File: src/rtl/sinc5_pkg.sv
package sinc5_pkg;

   // Accumulator width: gain bits plus one sign bit plus one guard bit,
   // so that +2^gain and -2^gain are both representable.
   function automatic int unsigned acc_width(input int unsigned order,
                                             input int unsigned ratio_log2);
      return order * ratio_log2 + 2;
   endfunction

endpackage

File: src/rtl/sinc_ce_div.sv
module sinc_ce_div #(
   parameter int unsigned DIV = 6
) (
   input  logic clk,
   input  logic rst_n,
   input  logic restart,
   output logic ce
);
   localparam int unsigned CW = (DIV > 2) ? $clog2(DIV) : 1;
   localparam logic [CW-1:0] LAST = CW'(DIV - 1);

   logic [CW-1:0] cnt_q;

   always_ff @(posedge clk or negedge rst_n) begin
      if (!rst_n)              cnt_q <= '0;
      else if (restart)        cnt_q <= '0;
      else if (cnt_q == LAST)  cnt_q <= '0;
      else                     cnt_q <= cnt_q + 1'b1;
   end

   assign ce = (cnt_q == LAST) && !restart;

   // enables are separated by at least one idle clock
   assert_ce_gap_R2: assert property (@(posedge clk) disable iff (!rst_n)
      ce |=> !ce);

endmodule

File: src/rtl/sinc_integ.sv
module sinc_integ #(
   parameter int unsigned ORDER = 5,
   parameter int unsigned W     = 32
) (
   input  logic                clk,
   input  logic                rst_n,
   input  logic                restart,
   input  logic                ce,
   input  logic                bit_in,
   output logic signed [W-1:0] acc_out
);
   localparam logic signed [W-1:0] PLUS_ONE = W'(1);

   // chain[k] feeds stage k; chain[k+1] is the next value of stage k
   logic signed [W-1:0] chain [ORDER+1];

   assign chain[0] = bit_in ? PLUS_ONE : '1;

   for (genvar k = 0; k < ORDER; k++) begin : g_stage
      logic signed [W-1:0] acc_q;

      assign chain[k+1] = acc_q + chain[k];

      always_ff @(posedge clk or negedge rst_n) begin
         if (!rst_n)       acc_q <= '0;
         else if (restart) acc_q <= '0;
         else if (ce)      acc_q <= chain[k+1];
      end
   end

   assign acc_out = g_stage[ORDER-1].acc_q;

endmodule

File: src/rtl/sinc_comb.sv
module sinc_comb #(
   parameter int unsigned ORDER     = 5,
   parameter int unsigned W         = 32,
   parameter int unsigned GAIN_LOG2 = 30
) (
   input  logic                clk,
   input  logic                rst_n,
   input  logic                restart,
   input  logic                fire,
   input  logic signed [W-1:0] din,
   output logic signed [W-1:0] dout,
   output logic                dvalid
);
   localparam logic signed [W-1:0] BOUND = W'(1) <<< GAIN_LOG2;

   logic signed [W-1:0] link [ORDER+1];

   assign link[0] = din;

   for (genvar k = 0; k < ORDER; k++) begin : g_stage
      logic signed [W-1:0] prev_q;

      assign link[k+1] = link[k] - prev_q;

      always_ff @(posedge clk or negedge rst_n) begin
         if (!rst_n)       prev_q <= '0;
         else if (restart) prev_q <= '0;
         else if (fire)    prev_q <= link[k];
      end
   end

   always_ff @(posedge clk or negedge rst_n) begin
      if (!rst_n) begin
         dout   <= '0;
         dvalid <= 1'b0;
      end else if (restart) begin
         dout   <= '0;
         dvalid <= 1'b0;
      end else begin
         dvalid <= fire;
         if (fire) dout <= link[ORDER];
      end
   end

   // the difference stages never leave the filter's gain range
   assert_comb_range_R9: assert property (@(posedge clk) disable iff (!rst_n)
      dvalid |-> (dout <= BOUND && dout >= -BOUND));

endmodule

File: src/rtl/sinc_outsat.sv
module sinc_outsat #(
   parameter int unsigned W     = 32,
   parameter int unsigned OUT_W = 24,
   parameter int unsigned SHIFT = 7
) (
   input  logic signed [W-1:0] din,
   output logic [OUT_W-1:0]    dout
);
   localparam logic signed [W-1:0] MAX_V = W'((64'sd1 <<< (OUT_W - 1)) - 64'sd1);
   localparam logic signed [W-1:0] MIN_V = ~MAX_V;

   logic signed [W-1:0] scaled;

   assign scaled = din >>> SHIFT;

   always_comb begin
      if (scaled > MAX_V)      dout = MAX_V[OUT_W-1:0];
      else if (scaled < MIN_V) dout = MIN_V[OUT_W-1:0];
      else                     dout = scaled[OUT_W-1:0];
   end

endmodule

File: src/rtl/sinc5_decimator.sv
module sinc5_decimator
   import sinc5_pkg::*;
#(
   parameter int unsigned SYS_DIV    = 6,
   parameter int unsigned RATIO_LOG2 = 6,
   parameter int unsigned ORDER      = 5,
   parameter int unsigned OUT_W      = 24,
   parameter int unsigned SETTLE_N   = 5
) (
   input  logic             clk,
   input  logic             rst_n,
   input  logic             restart,
   input  logic             mod_bit,
   output logic             res_valid,
   output logic [OUT_W-1:0] res_data,
   output logic             settled
);
   localparam int unsigned GAIN_LOG2 = ORDER * RATIO_LOG2;
   localparam int unsigned ACC_W     = acc_width(ORDER, RATIO_LOG2);
   localparam int          SHIFT     = int'(GAIN_LOG2) + 1 - int'(OUT_W);
   localparam int unsigned SHIFT_U   = (SHIFT < 0) ? 0 : SHIFT;
   localparam int unsigned SCNT_W    = $clog2(SETTLE_N + 1);
   localparam logic [SCNT_W-1:0] SETTLE_V = SCNT_W'(SETTLE_N);

   if (SYS_DIV < 2) begin : g_chk_div
      $error("SYS_DIV must be at least 2");
   end
   if (RATIO_LOG2 < 1 || ORDER < 1) begin : g_chk_shape
      $error("RATIO_LOG2 and ORDER must be at least 1");
   end
   if (SHIFT < 0) begin : g_chk_width
      $error("OUT_W exceeds the filter gain plus sign");
   end
   if (SETTLE_N < 1) begin : g_chk_settle
      $error("SETTLE_N must be at least 1");
   end

   logic                    ce;
   logic [RATIO_LOG2-1:0]   dec_cnt;
   logic                    fire_q;
   logic signed [ACC_W-1:0] integ_out;
   logic signed [ACC_W-1:0] comb_out;
   logic [SCNT_W-1:0]       res_cnt;

   sinc_ce_div #(.DIV(SYS_DIV)) i_div (
      .clk(clk), .rst_n(rst_n), .restart(restart), .ce(ce)
   );

   sinc_integ #(.ORDER(ORDER), .W(ACC_W)) i_integ (
      .clk(clk), .rst_n(rst_n), .restart(restart), .ce(ce),
      .bit_in(mod_bit), .acc_out(integ_out)
   );

   // decimation counter and comb trigger (one clock after the 64th sample)
   always_ff @(posedge clk or negedge rst_n) begin
      if (!rst_n) begin
         dec_cnt <= '0;
         fire_q  <= 1'b0;
      end else if (restart) begin
         dec_cnt <= '0;
         fire_q  <= 1'b0;
      end else begin
         fire_q <= ce && (dec_cnt == '1);
         if (ce) dec_cnt <= dec_cnt + 1'b1;
      end
   end

   sinc_comb #(.ORDER(ORDER), .W(ACC_W), .GAIN_LOG2(GAIN_LOG2)) i_comb (
      .clk(clk), .rst_n(rst_n), .restart(restart), .fire(fire_q),
      .din(integ_out), .dout(comb_out), .dvalid(res_valid)
   );

   sinc_outsat #(.W(ACC_W), .OUT_W(OUT_W), .SHIFT(SHIFT_U)) i_sat (
      .din(comb_out), .dout(res_data)
   );

   // settle tracking
   always_ff @(posedge clk or negedge rst_n) begin
      if (!rst_n)                              res_cnt <= '0;
      else if (restart)                        res_cnt <= '0;
      else if (fire_q && res_cnt != SETTLE_V)  res_cnt <= res_cnt + 1'b1;
   end

   assign settled = (res_cnt == SETTLE_V);

   // the word strobe lasts one clock
   assert_valid_pulse_R3: assert property (@(posedge clk) disable iff (!rst_n)
      res_valid |=> !res_valid);

   // once settled, the flag holds until a restart
   assert_settled_hold_R7: assert property (@(posedge clk) disable iff (!rst_n)
      (settled && !restart) |=> settled);

   // the flag only rises together with a new word
   assert_settled_rise_R7: assert property (@(posedge clk) disable iff (!rst_n)
      $rose(settled) |-> res_valid);

   // a restart empties the outputs on the next clock
   assert_restart_clear_R8: assert property (@(posedge clk) disable iff (!rst_n)
      restart |=> (!res_valid && !settled && res_data == '0));

endmodule

File: config.mk
export PLATFORM = sky130hd
export DESIGN_NAME = sinc5_decimator
export DESIGN_NICKNAME = d
export VERILOG_FILES = /design/src/rtl/sinc5_pkg.sv /design/src/rtl/sinc_ce_div.sv /design/src/rtl/sinc_integ.sv /design/src/rtl/sinc_comb.sv /design/src/rtl/sinc_outsat.sv /design/src/rtl/sinc5_decimator.sv
export SDC_FILE = /design/constraint.sdc
export NUM_CORES = 1
export LEC_CHECK = 0
export BUFFER_PORTS_ARGS = -buffer_cell sky130_fd_sc_hd__buf_2
export CELL_PAD_IN_SITES_DETAIL_PLACEMENT = 1
export CELL_PAD_IN_SITES_GLOBAL_PLACEMENT = 1
export CORE_AREA = 2 2 246 248
export CTS_BUF_LIST = sky130_fd_sc_hd__clkbuf_16
export CTS_CLUSTER_SIZE = 10
export DETAILED_ROUTE_END_ITERATION = 16
export DIE_AREA = 0 0 248 250
export GPL_TIMING_DRIVEN = 1
export PLACE_DENSITY_LB_ADDON = 0.15
export SLEW_MARGIN = 20
export SYNTH_ARGS = -nofsm -noshare
export SYNTH_HDL_FRONTEND = slang
export SYNTH_SLANG_ARGS = --single-unit
File: constraint.sdc
create_clock -name clk -period 11.1 [get_ports clk]
set_input_delay 0.555 -clock clk [delete_from_list [all_inputs] [get_ports clk]]
set_output_delay 0.555 -clock clk [all_outputs]
set_load 0.01 [all_outputs]
==> impl_summary.md <==
Logic synthesis
Synthesis instantiated 81 different standard cells from the library. The prevailing post-synth register cell is sky130_fd_sc_hd__dfrtp_1. The number of enable flip-flop cells after synthesis is 0.

The synthesized flop and latch total is 359. The synthesized netlist occupies a cell area of 0.0293 mm^2. Sequential cells were found to cover 30.7% of the synthesized design area. The synthesized net count is 3839. The async set-reset flop share out of synthesis is 100%. The cell count after synthesis came out at 3504. During synthesis, Yosys emitted a total of 0 warnings.

The average instance in the mapped netlist occupies 8.36 um^2.

Die
The effective utilization at floorplan is 49.2%. After floorplanning, the core was sized to cover 0.0596 mm^2. The floorplan step defined a die boundary enclosing 0.0620 mm^2.

Row generation in the floorplan step produced 90 rows. The die is 248 um wide. The I/O pin count is 30. In this run the vertical extent of the chip is 250 um.

Layout
Leaving out fill and tap cells, the most frequent cells in the layout are sky130_fd_sc_hd__nor2_1 (387), sky130_fd_sc_hd__a21oi_1 (383), sky130_fd_sc_hd__nand2_1 (380), sky130_fd_sc_hd__dfrtp_1 (358), sky130_fd_sc_hd__ha_1 (322). The finished cells cover 0.0316 mm^2. The most frequent standard cell in the layout excluding fill and tap cells is sky130_fd_sc_hd__nor2_1. The share of cells above drive strength 1 is 3.82%. The antenna diode instance count is 0. Compared with the post-synthesis result, the final layout area differs by 7.68%. At the end of the flow the core is filled with cells to 53.0%. In the final design database the tool counted 3809 nets.

Clock network
The post-CTS clock slew at the launch and capture registers of the worst setup and hold paths is 50 ps. The clock passes through at most 3 buffers. For this design, the sink count on the clock tree is 359. Clock latency on the worst-skew pair, taken at its later pin, is 590 ps. The clock tree from TritonCTS is built. TritonCTS created 47 clock buffers. The buffer count from post-CTS setup fixing is 0. The H-tree generated during clock tree synthesis spans 2 levels.

The clock root buffer is sky130_fd_sc_hd__clkbuf_16.

Timing
Setup violations remaining at the end of the flow were counted as 0. The worst setup skew after layout is 18.6 ps. The count of pins over their slew limit is 0. On the final layout, the worst hold slack is 491 ps.

The highest achievable clock rate is 98.2 MHz. The transition time of the tightest slew-check pin is 1000 ps. The number of failing hold endpoints at the final stage is 0. Setup repair after global routing left no endpoint under its margin. The final sum of negative setup slack is 0 ps. Dividing the final minimum period by the clock period gives 91.7%. Subtracting the final worst setup slack from the clock period gives 10180 ps. The relative slew slack is 32.9%.

Placed design
After detailed placement, the total cell area comes to 0.0302 mm^2. The congestion estimate from routability-driven global placement came to 0.902. The detailed placer's ending HPWL is 55.7 mm. Buffers placed on the I/O ports in this run total 29.

Worst setup path
The longest individual stage delay on the worst path is 820 ps. Of all nets on the critical path, the largest fanout is 8. The element type at the critical path start is a register. The most used cell along the critical path is sky130_fd_sc_hd__ha_1. The critical path is of the register to register type. At the worst endpoint, the arrival time is 10670 ps. The worst register-to-register path has a setup slack of 920 ps. The slowest stage of the critical path is the sky130_fd_sc_hd__a211oi_1 cell. The endpoint required time on the critical path is 11580 ps. The kind of capture point of the worst setup path is a register.

Drt
The via count is 24600. In the routed layout, each cell is associated on average with a via count of 5.74. The first detailed-routing pass ran for 4 iterations. The total wire length is 76.8 mm.

After the first detailed-routing iteration, the DRC count stood at 839. In this run the remaining antenna-violating nets after routing total 0. After detailed routing, the average wire length per cell comes to 17.9 um.

The number of remaining DRC errors is 0.

Global routing
Entering global routing, the biggest net connects 169 pins. For this run, the total global-route usage over all layers was measured as 25.0%. The number of antenna violations at the first check in global routing is 0. The via count of the first global-routing pass was 27100. The first-pass GRT wire length is 130 mm. The total grt overflow is 0.

Job
Max-cap violations in this run came to 0.

Hold path
The worst hold path class is register to register.

Power and ir drop
The post-layout total power is 10600 uW. The maximum VDD drop is 0.612 mV. The leakage power total is 0.0145 uW. The power per cell area is 336 mW/mm^2.

Status
The run finished with clean final reports.
## flip-flops by register name, indices dropped and copies added (netlist names)
name / flops
dec_cnt: 6
fire_q: 1
i_comb.dout: 25
i_comb.dvalid: 1
i_comb.g_stage.prev_q: 160
i_div.cnt_q: 3
i_integ.acc_out: 32
i_integ.g_stage.acc_q: 128
res_cnt: 3
## power breakdown
group | internal (uW) | leakage [uW] | total, uW | switching [uW]
Sequential | 1320 | 0.00501 | 1320 | 5.78
Combinational | 3220 | 0.00880 | 7890 | 4670
Clock | 808 | 0.000727 | 1410 | 598
## final cells by class
cell class | count | area [um^2]
fillers | 7041 | 28000
multi-input cells | 2766 | 18900
flip-flops and latches | 359 | 8990
clock buffers | 49 | 1230
well taps | 782 | 978
inverters | 256 | 961
repair buffers | 44 | 330
clock inverters | 33 | 158
## metal layers
layer | vias to the layer above | global-route usage, % | share of wire, %
met5 | - | 0 | 0
met4 | 0 | 8.64 | 3.4
met3 | 145 | 2.85 | 2.1
met2 | 229 | 47.4 | 52
met1 | 12100 | 28.5 | 42
li1 | 12100 | - | -
## worst paths after layout
kind,from,endpoint,cells after the start
max,i_integ.acc_out[0],i_comb.dout[31],41
min,i_div.cnt_q[0],i_div.cnt_q[0],1
max reg2reg,i_integ.acc_out[0],i_comb.dout[31],41
min reg2reg,i_div.cnt_q[0],i_div.cnt_q[0],1
max in group asynchronous,rst_n,i_comb.g_stage[1].prev_q[15],3
min in group asynchronous,rst_n,i_comb.g_stage[4].prev_q[2],2
## cell families (layout without fill, tap and decap cells)
| family | count (synthesis) | after routing | synth area share [%] |
|---|---|---|---|
| mux | 153 | 153 | 5.23 |
| fa+ha+maj | 336 | 336 | 14.5 |
| compound gates | 938 | 938 | 20.2 |
| buf+inv | 379 | 382 | 4.85 |
| simple gates | 1052 | 1052 | 15.8 |
| flops | 359 | 359 | 30.7 |
| xor+xnor | 287 | 287 | 8.70 |
## synthesized netlist by cell type, drive strengths merged, types with 41 or more instances
| library cell | count | area [um^2] |
|---|---|---|
| a21o | 150 | 1130 |
| a21oi | 384 | 1930 |
| clkbuf | 102 | 383 |
| dfrtp | 359 | 8980 |
| ha | 322 | 4030 |
| inv | 255 | 957 |
| mux2i | 153 | 1530 |
| nand2 | 380 | 1430 |
| nand3 | 41 | 205 |
| nor2 | 388 | 1460 |
| o21ai | 122 | 611 |
| o21bai | 42 | 323 |
| xnor2 | 198 | 1740 |
| xor2 | 87 | 762 |
## critical path: cells and delay by family, from the launching register on
kind                     cells  cell delay [ps]
adder cells (fa/ha/maj)      6             1930
AND/OR/NAND/NOR              8             1180
flip-flops                   1              420
AO/OA/AOI/OAI               22             5750
XOR/XNOR                     4              730
buffers and inverters        1               70
## what timing repair did
item                                    4_1_cts  5_1_grt
hold buffers                                  1        0
endpoints found under the hold margin         4        0
resized for setup                             0        1
endpoints found under the setup margin        0        1
## per-stage QoR
| stage | cells | worst slack, ps |
|---|---|---|
| global placement | 4206 | 719 |
| finish | 4289 | 919 |
| detailed placement | 4206 | 350 |
| CTS | 4289 | 870 |
| global route | 4289 | 71.0 |
| floorplan | 3504 | 1350 |
(Power assumes the default switching activity.)
